File: src/rtl/dmacc_pkg.sv
package dmacc_pkg;

  localparam int REG_W      = 32;
  localparam int CTL_CX     = 17;
  localparam int CTL_ECX    = 16;
  localparam int CTL_MLM    = 7;
  localparam int CTL_CLM    = 6;
  localparam int CTL_HALT   = 5;

  localparam int ADDR_CTL   = 0;
  localparam int ADDR_ERR   = 1;
  localparam int ADDR_IEN   = 2;

  localparam logic [REG_W-1:0] CTL_LIVE_MASK =
    (32'h1 << CTL_CX) | (32'h1 << CTL_ECX) | (32'h1 << CTL_MLM) |
    (32'h1 << CTL_CLM) | (32'h1 << CTL_HALT);

  typedef enum logic [1:0] {
    ST_IDLE = 2'd0,
    ST_ARB  = 2'd1,
    ST_RD   = 2'd2,
    ST_WR   = 2'd3
  } seq_st_e;

endpackage

File: src/rtl/dmacc_regs.sv
module dmacc_regs import dmacc_pkg::*; #(
  parameter int ADDR_W = 2
) (
  input  logic              clk,
  input  logic              rst,
  input  logic              we,
  input  logic [ADDR_W-1:0] addr,
  input  logic [REG_W-1:0]  wdata,
  input  logic              retire,
  input  logic              active,
  input  logic              err_flag,
  input  logic              irq_en,
  output logic              cx,
  output logic              ecx,
  output logic              mlm,
  output logic              clm,
  output logic              halt,
  output logic [REG_W-1:0]  rdata
);

  logic wr_ctl;
  logic clr_cancel;
  logic [REG_W-1:0] rd_mux;
  logic unused_wbits;

  assign wr_ctl     = we && (addr == ADDR_W'(ADDR_CTL));
  // A cancel is consumed by a retirement, or dropped when nothing runs
  assign clr_cancel = retire || (!active && (cx || ecx));
  assign unused_wbits = ^(wdata & ~CTL_LIVE_MASK);

  always_comb begin
    rd_mux = '0;
    if (addr == ADDR_W'(ADDR_CTL))
      rd_mux = {14'b0, cx, ecx, 8'b0, mlm, clm, halt, 5'b0};
    else if (addr == ADDR_W'(ADDR_ERR))
      rd_mux = {31'b0, err_flag};
    else if (addr == ADDR_W'(ADDR_IEN))
      rd_mux = {31'b0, irq_en};
  end

  always_ff @(posedge clk) begin
    if (rst) begin
      cx    <= 1'b0;
      ecx   <= 1'b0;
      mlm   <= 1'b0;
      clm   <= 1'b0;
      halt  <= 1'b0;
      rdata <= '0;
    end else begin
      if (wr_ctl) begin
        mlm  <= wdata[CTL_MLM];
        clm  <= wdata[CTL_CLM];
        halt <= wdata[CTL_HALT];
      end
      cx    <= (cx  && !clr_cancel) || (wr_ctl && wdata[CTL_CX]);
      ecx   <= (ecx && !clr_cancel) || (wr_ctl && wdata[CTL_ECX]);
      rdata <= rd_mux;
    end
  end

  // reserved control bits never show up on a control read
  p_reserved_zero_r2: assert property (@(posedge clk) disable iff (rst)
    ($past(addr) == ADDR_W'(ADDR_CTL)) |-> ((rdata & ~CTL_LIVE_MASK) == '0))
    else $error("reserved control bits read non-zero");

  // a cancel with no transfer running is dropped on the next edge
  p_idle_clear_r6: assert property (@(posedge clk) disable iff (rst)
    (!active && (cx || ecx) && !wr_ctl) |=> !(cx || ecx))
    else $error("idle cancel not dropped");

endmodule

File: src/rtl/dmacc_err.sv
module dmacc_err import dmacc_pkg::*; #(
  parameter int ADDR_W = 2
) (
  input  logic              clk,
  input  logic              rst,
  input  logic              we,
  input  logic [ADDR_W-1:0] addr,
  input  logic [REG_W-1:0]  wdata,
  input  logic              retire,
  input  logic              ecx,
  output logic              err_flag,
  output logic              irq_en,
  output logic              err_irq
);

  logic w1c;
  logic wr_en;
  logic flag_nx;
  logic en_nx;
  logic unused_wbits;

  assign w1c     = we && (addr == ADDR_W'(ADDR_ERR)) && wdata[0];
  assign wr_en   = we && (addr == ADDR_W'(ADDR_IEN));
  assign flag_nx = (err_flag && !w1c) || (retire && ecx);
  assign en_nx   = wr_en ? wdata[0] : irq_en;
  assign unused_wbits = ^wdata[REG_W-1:1];

  always_ff @(posedge clk) begin
    if (rst) begin
      err_flag <= 1'b0;
      irq_en   <= 1'b0;
      err_irq  <= 1'b0;
    end else begin
      err_flag <= flag_nx;
      irq_en   <= en_nx;
      err_irq  <= flag_nx && en_nx;
    end
  end

  // an error cancel that retires the channel leaves the flag set
  p_err_logged_r7: assert property (@(posedge clk) disable iff (rst)
    (retire && ecx) |=> err_flag)
    else $error("error cancel not logged");

  // a plain cancel never raises the flag
  p_plain_no_err_r7: assert property (@(posedge clk) disable iff (rst)
    (retire && !ecx && !err_flag) |=> !err_flag)
    else $error("plain cancel logged an error");

  // the interrupt level holds until cleared or disabled
  p_irq_hold_r9: assert property (@(posedge clk) disable iff (rst)
    (err_irq && !w1c && !(wr_en && !wdata[0])) |=> err_irq)
    else $error("interrupt dropped without clear");

endmodule

File: src/rtl/dmacc_seq.sv
module dmacc_seq import dmacc_pkg::*; #(
  parameter int CNT_W      = 16,
  parameter int ITER_W     = 8,
  parameter int BEAT_BYTES = 4
) (
  input  logic              clk,
  input  logic              rst,
  input  logic              start,
  input  logic [CNT_W-1:0]  cfg_nbytes,
  input  logic [ITER_W-1:0] cfg_iters,
  input  logic              self_link,
  input  logic              clm,
  input  logic              halt,
  input  logic              cx,
  input  logic              ecx,
  input  logic              arb_grant,
  input  logic              rd_ack,
  input  logic              wr_ack,
  output logic              arb_req,
  output logic              rd_req,
  output logic              wr_req,
  output logic              retire,
  output logic              active,
  output logic              done,
  output logic [CNT_W-1:0]  bytes_left,
  output logic [ITER_W-1:0] iters_left
);

  localparam logic [CNT_W-1:0]  BEAT   = CNT_W'(BEAT_BYTES);
  localparam logic [ITER_W-1:0] ONE_IT = ITER_W'(1);

  seq_st_e           st;
  logic [CNT_W-1:0]  cnt;
  logic [CNT_W-1:0]  reload;
  logic [ITER_W-1:0] iters;
  logic              pend;
  logic              rd_fire;
  logic              wr_fire;
  logic [CNT_W-1:0]  cnt_after;
  logic [ITER_W-1:0] iters_dec;

  assign pend      = cx || ecx;
  assign active    = (st != ST_IDLE);
  assign arb_req   = (st == ST_ARB) && !pend;
  assign rd_req    = (st == ST_RD) && !halt && !pend;
  assign wr_req    = (st == ST_WR);
  assign rd_fire   = rd_req && rd_ack;
  assign wr_fire   = wr_req && wr_ack;
  // Safe boundaries: nothing issued yet, or the pair's write just landed
  assign retire    = pend && ((st == ST_ARB) || (st == ST_RD) || wr_fire);
  assign cnt_after = (cnt <= BEAT) ? '0 : (cnt - BEAT);
  assign iters_dec = (iters == '0) ? '0 : (iters - ONE_IT);

  assign bytes_left = cnt;
  assign iters_left = iters;

  always_ff @(posedge clk) begin
    if (rst) begin
      st     <= ST_IDLE;
      cnt    <= '0;
      reload <= '0;
      iters  <= '0;
      done   <= 1'b0;
    end else begin
      done <= 1'b0;
      unique case (st)
        ST_IDLE: begin
          if (start) begin
            st     <= ST_ARB;
            cnt    <= cfg_nbytes;
            reload <= cfg_nbytes;
            iters  <= cfg_iters;
          end
        end
        ST_ARB: begin
          if (retire) begin
            st    <= ST_IDLE;
            done  <= 1'b1;
            iters <= iters_dec;
          end else if (arb_grant) begin
            st <= ST_RD;
          end
        end
        ST_RD: begin
          if (retire) begin
            st    <= ST_IDLE;
            done  <= 1'b1;
            iters <= iters_dec;
          end else if (rd_fire) begin
            st <= ST_WR;
          end
        end
        ST_WR: begin
          if (wr_fire) begin
            cnt <= cnt_after;
            if (retire) begin
              st    <= ST_IDLE;
              done  <= 1'b1;
              iters <= iters_dec;
            end else if (cnt_after == '0) begin
              iters <= iters_dec;
              if (iters_dec == '0) begin
                st   <= ST_IDLE;
                done <= 1'b1;
              end else begin
                cnt <= reload;
                st  <= (self_link && clm) ? ST_RD : ST_ARB;
              end
            end else begin
              st <= ST_RD;
            end
          end
        end
        default: st <= ST_IDLE;
      endcase
    end
  end

  // a write waiting for its acknowledge is never abandoned
  p_pair_kept_r3: assert property (@(posedge clk) disable iff (rst)
    (wr_req && !wr_ack) |=> wr_req)
    else $error("write of a pair abandoned");

  // once retired the byte count stays put until a new start
  p_frozen_r4: assert property (@(posedge clk) disable iff (rst)
    (!active && !start) |=> $stable(bytes_left))
    else $error("byte count moved while idle");

  // a mid-loop write takes one beat off the count
  p_beat_dec_r10: assert property (@(posedge clk) disable iff (rst)
    (wr_fire && !pend && (cnt > BEAT)) |=> (bytes_left == $past(cnt) - BEAT))
    else $error("byte count not reduced by one beat");

  // self-linked continuous mode goes straight back to reading
  p_clm_restart_r11: assert property (@(posedge clk) disable iff (rst)
    (wr_fire && !pend && (cnt <= BEAT) && (iters > ONE_IT) && self_link && clm)
      |=> (st == ST_RD))
    else $error("continuous link did not restart directly");

  // with halt set no new pair reaches its write phase
  p_halt_hold_r12: assert property (@(posedge clk) disable iff (rst)
    (halt && !wr_req) |=> !wr_req)
    else $error("pair started under halt");

endmodule

File: src/rtl/dma_cancel_ctl.sv
module dma_cancel_ctl import dmacc_pkg::*; #(
  parameter int ADDR_W     = 2,
  parameter int CNT_W      = 16,
  parameter int ITER_W     = 8,
  parameter int BEAT_BYTES = 4
) (
  input  logic              clk,
  input  logic              rst,
  input  logic              reg_we,
  input  logic [ADDR_W-1:0] reg_addr,
  input  logic [31:0]       reg_wdata,
  output logic [31:0]       reg_rdata,
  input  logic              start,
  input  logic [CNT_W-1:0]  cfg_nbytes,
  input  logic [ITER_W-1:0] cfg_iters,
  input  logic              self_link,
  output logic              arb_req,
  input  logic              arb_grant,
  output logic              rd_req,
  input  logic              rd_ack,
  output logic              wr_req,
  input  logic              wr_ack,
  output logic [CNT_W-1:0]  bytes_left,
  output logic [ITER_W-1:0] iters_left,
  output logic              active,
  output logic              done,
  output logic              err_irq
);

  logic cx, ecx, mlm, clm, halt;
  logic retire;
  logic err_flag, irq_en;
  logic cancel_wr;

  assign cancel_wr = reg_we && (reg_addr == ADDR_W'(ADDR_CTL)) &&
                     (reg_wdata[CTL_CX] || reg_wdata[CTL_ECX]);

  dmacc_regs #(.ADDR_W(ADDR_W)) u_regs (
    .clk(clk), .rst(rst), .we(reg_we), .addr(reg_addr), .wdata(reg_wdata),
    .retire(retire), .active(active), .err_flag(err_flag), .irq_en(irq_en),
    .cx(cx), .ecx(ecx), .mlm(mlm), .clm(clm), .halt(halt), .rdata(reg_rdata)
  );

  dmacc_seq #(.CNT_W(CNT_W), .ITER_W(ITER_W), .BEAT_BYTES(BEAT_BYTES)) u_seq (
    .clk(clk), .rst(rst), .start(start), .cfg_nbytes(cfg_nbytes),
    .cfg_iters(cfg_iters), .self_link(self_link), .clm(clm), .halt(halt),
    .cx(cx), .ecx(ecx), .arb_grant(arb_grant), .rd_ack(rd_ack),
    .wr_ack(wr_ack), .arb_req(arb_req), .rd_req(rd_req), .wr_req(wr_req),
    .retire(retire), .active(active), .done(done), .bytes_left(bytes_left),
    .iters_left(iters_left)
  );

  dmacc_err #(.ADDR_W(ADDR_W)) u_err (
    .clk(clk), .rst(rst), .we(reg_we), .addr(reg_addr), .wdata(reg_wdata),
    .retire(retire), .ecx(ecx), .err_flag(err_flag), .irq_en(irq_en),
    .err_irq(err_irq)
  );

  // retirement yields a done pulse with the channel idle
  p_retire_done_r4: assert property (@(posedge clk) disable iff (rst)
    retire |=> (done && !active))
    else $error("retire without done");

  // both cancel bits are gone after the retire edge
  p_self_clear_r5: assert property (@(posedge clk) disable iff (rst)
    (retire && !cancel_wr) |=> !(cx || ecx))
    else $error("cancel bit did not self-clear");

  // a joint request is handled as an error cancel
  p_joint_err_r8: assert property (@(posedge clk) disable iff (rst)
    (retire && cx && ecx) |=> err_flag)
    else $error("joint cancel not treated as error");

endmodule

File: config.mk
export PLATFORM = sky130hd
export DESIGN_NAME = dma_cancel_ctl
export DESIGN_NICKNAME = d
export VERILOG_FILES = /design/src/rtl/dmacc_pkg.sv /design/src/rtl/dmacc_regs.sv /design/src/rtl/dmacc_err.sv /design/src/rtl/dmacc_seq.sv /design/src/rtl/dma_cancel_ctl.sv
export SDC_FILE = /design/constraint.sdc
export NUM_CORES = 1
export LEC_CHECK = 0
export ABC_AREA = 1
export BUFFER_PORTS_ARGS = -buffer_cell sky130_fd_sc_hd__buf_2
export CORE_MARGIN = 2
export CORE_UTILIZATION = 32
export DETAILED_ROUTE_END_ITERATION = 8
export SLEW_MARGIN = 10
export SYNTH_ARGS = -nofsm -noshare
export SYNTH_HDL_FRONTEND = slang
export SYNTH_HIERARCHICAL = 1
export SYNTH_SLANG_ARGS = --single-unit
export TNS_END_PERCENT = 100
File: constraint.sdc
create_clock -name clk -period 2.7 [get_ports clk]
set_clock_uncertainty 0.15 [all_clocks]
set_input_delay 0.27 -clock clk [delete_from_list [all_inputs] [get_ports clk]]
set_output_delay 0.27 -clock clk [all_outputs]
set_load 0.1 [all_outputs]
==> impl_metrics.ini <==
[status]
outcome = complete, no violations

[clocking]
cts_buffers = 9
cts-root-buf = clkbuf_16
clockBufferDepth = 2
cts_sinks = 57
cts_tree = yes
cts.htree.levels = 3
clk_latency_ps = 340
postCtsSetupBuffers = 0
clkTransAtPathRegs_ps = 60

[global_route]
grt_pass1_wl_um = 17300
globalRouteOverflowTotal = 0
grt_pass1_vias = 3695
antenna_found_initial = 0
grt_max_degree = 35
grtUsageTotal_pct = 16.7

[synth]
yosys.area.top_type = dfxtp_1
netlist_area_um2 = 3760
synth_top_cell_area_share_pct = 30.3
synthCells = 571
syn_area_per_cell_um2 = 6.59
synthMostInstantiatedCell = nand2_1
synthArstFlopShare_pct = 0
ys_seq_elements = 57
ys.flop_type = dfxtp_1
ys_types = 39
synth_common_cells = nand2_1 (111), inv_1 (76), a21oi_1 (64), dfxtp_1 (57), nand3_1 (49)
yosysWarnings = 6
synth-seq-area-share_pct = 30.3
synth_edf_count = 0
synth_area_leaders = dfxtp_1 (30%), nand2_1 (11%), a21oi_1 (8.5%)

[placement]
io_buffers = 75
gp_congestion = 0.894
place_hpwl_um = 7800
place_area_um2 = 4250

[floorplanning]
start_util_pct = 32.8
dieArea_um2 = 12600
coreArea_um2 = 11500
dieHeight_um = 112
rows = 39
num_io_pins = 128
die_x_um = 112

[timing]
maxSlewViolCount = 0
relSlewSlack_pct = 55.9
fin_crit_ps = 2480
hold_viol_final = 0
setup_viol = 0
tns_ps = 0
max_clock_freq_ghz = 0.403
worst_pin_slew_ps = 661
rsz0062_at_grt = false
post-route-period-util_pct = 91.9

[pwr]
powerDensity_nw_per_um2 = 1140
seqPwrFrac_pct = 22.2
clkPwrFrac_pct = 21.9
p_leak_uw = 0.00218
p_sw_share_pct = 54.0
peakVddDrop_mv = 0.637
switchingPower_uw = 2810
p_int_uw = 2390
combPwrFrac_pct = 55.9

[hold_path]
hold_path.class = primary input to register

[setup_path]
endpoint_kind = register
cp.arrival_ps = 2540
worstPathMaxFanout = 12
start_kind = register
path_class = register to register
cp.required_ps = 2760

[final_layout]
drive_gt1_share_pct = 22.7
fillCellCount = 1232
area_growth_pct = 21.6
final_area_um2 = 4570
fin_nets = 726
diodes = 0

[drt]
drc_errors = 0
drtAntennaViolNets = 0
vias_per_cell = 5.02
wire_per_inst_um = 13.4
wirelength_um = 10700
drt-pass1-iter-count = 7
drt_iter0_markers = 284
num_vias = 4018

[flow_run]
drv_cap = 0
## stage by stage
stage / worst slack, ps / power, uW / hold WS (ps) / utilization, % / cells
after detailed placement: 286 / 4030 / 268 / 37.0 / 783
after global routing: 9.58 / 5540 / 30.8 / 39.9 / 800
after floorplan: 71.8 / 3530 / 189 / - / 596
after CTS: 276 / 5180 / 12.0 / 39.6 / 799
after global placement: 310 / 4000 / 269 / 37.0 / 783
final: 218 / 5200 / 32.3 / 39.9 / 800
## sequential cells by signal (all words and copies together), names as in the netlist, 2 cells and up
name / cells
u_regs/rdata: 6
u_seq/bytes_left: 16
u_seq/iters_left: 8
u_seq/reload: 16
u_seq/st: 2
## critical path, cell delays in order, from the launching register on
cell and delay, ps:
dfxtp_2 340, inv_1 80, ha_1 180, nand2_1 90
nor2_2 190, nand3_1 210, o21ai_0 200, nand2_1 80
nor2_1 150, nand2_2 160, buf_4 220, nand4_1 100
nand3_1 80, nand2_1 60, a21oi_1 50
## cells in the final DEF (no fill, tap or decap), types with 5 or more instances in the layout
cell | Yosys | routed
dfxtp_1 | 57 | 53
conb_1 | 1 | 26
clkbuf_16 | 0 | 9
ha_1 | 8 | 7
nor2_1 | 44 | 43
buf_2 | 1 | 75
nor2_4 | 5 | 5
nor2_2 | 4 | 5
nand2_1 | 111 | 110
o21ai_0 | 45 | 45
a21oi_1 | 64 | 63
inv_1 | 76 | 75
buf_4 | 28 | 16
nand4_1 | 22 | 22
nand3_1 | 49 | 49
## power groups by stage
stage	registers, uW	clock network [uW]	logic [uW]
2_1_floorplan	1890	0	1630
3_3_place_gp	1170	0	2830
3_5_place_dp	1170	0	2860
4_1_cts	1160	1160	2870
5_1_grt	1180	1200	3150
6_report	1160	1140	2910
## path summary, 6_finish.rpt
kind | startpoint | to | slack, ps | depth (start not counted)
worst min register to register | u_regs/mlm | u_regs/rdata[7] | 270 | 2
worst min-delay path | reg_wdata[7] | u_regs/mlm | 30 | 3
worst max register to register | u_seq/iters_left[0] | u_seq/st[1] | 220 | 14
worst max-delay path | u_seq/iters_left[0] | u_seq/st[1] | 220 | 14
## cells by family after synthesis
logic type      Yosys count  synth area share [%]
fa+ha+maj                 8                  2.66
compound gates          121                  17.3
other cells               1                0.0997
simple gates            254                  32.6
buf+inv                 128                  16.5
flops                    57                  30.3
xor+xnor                  2                 0.466
## final cells by class
cell class	count	area (um2)	area share (%)
clock buffers	9	225	4.92
clock inverters	7	71.3	1.56
inverters	81	309	6.76
multi-input cells	412	2150	46.9
flip-flops and latches	57	1150	25.1
well taps	143	179	3.91
repair buffers	91	495	10.8
## layer usage
layer | wire (um) | track usage [%]
met5 | 0 | 0
met4 | 192 | 5.85
met3 | 709 | 4.75
met2 | 4970 | 27.7
met1 | 4810 | 20.9
## timing repair
action / in CTS / in global routing
endpoints found under the setup margin: 0 / 2
gates resized for setup: 0 / 4
hold buffers: 0 / 0
Power figures use the tool's default switching activity.
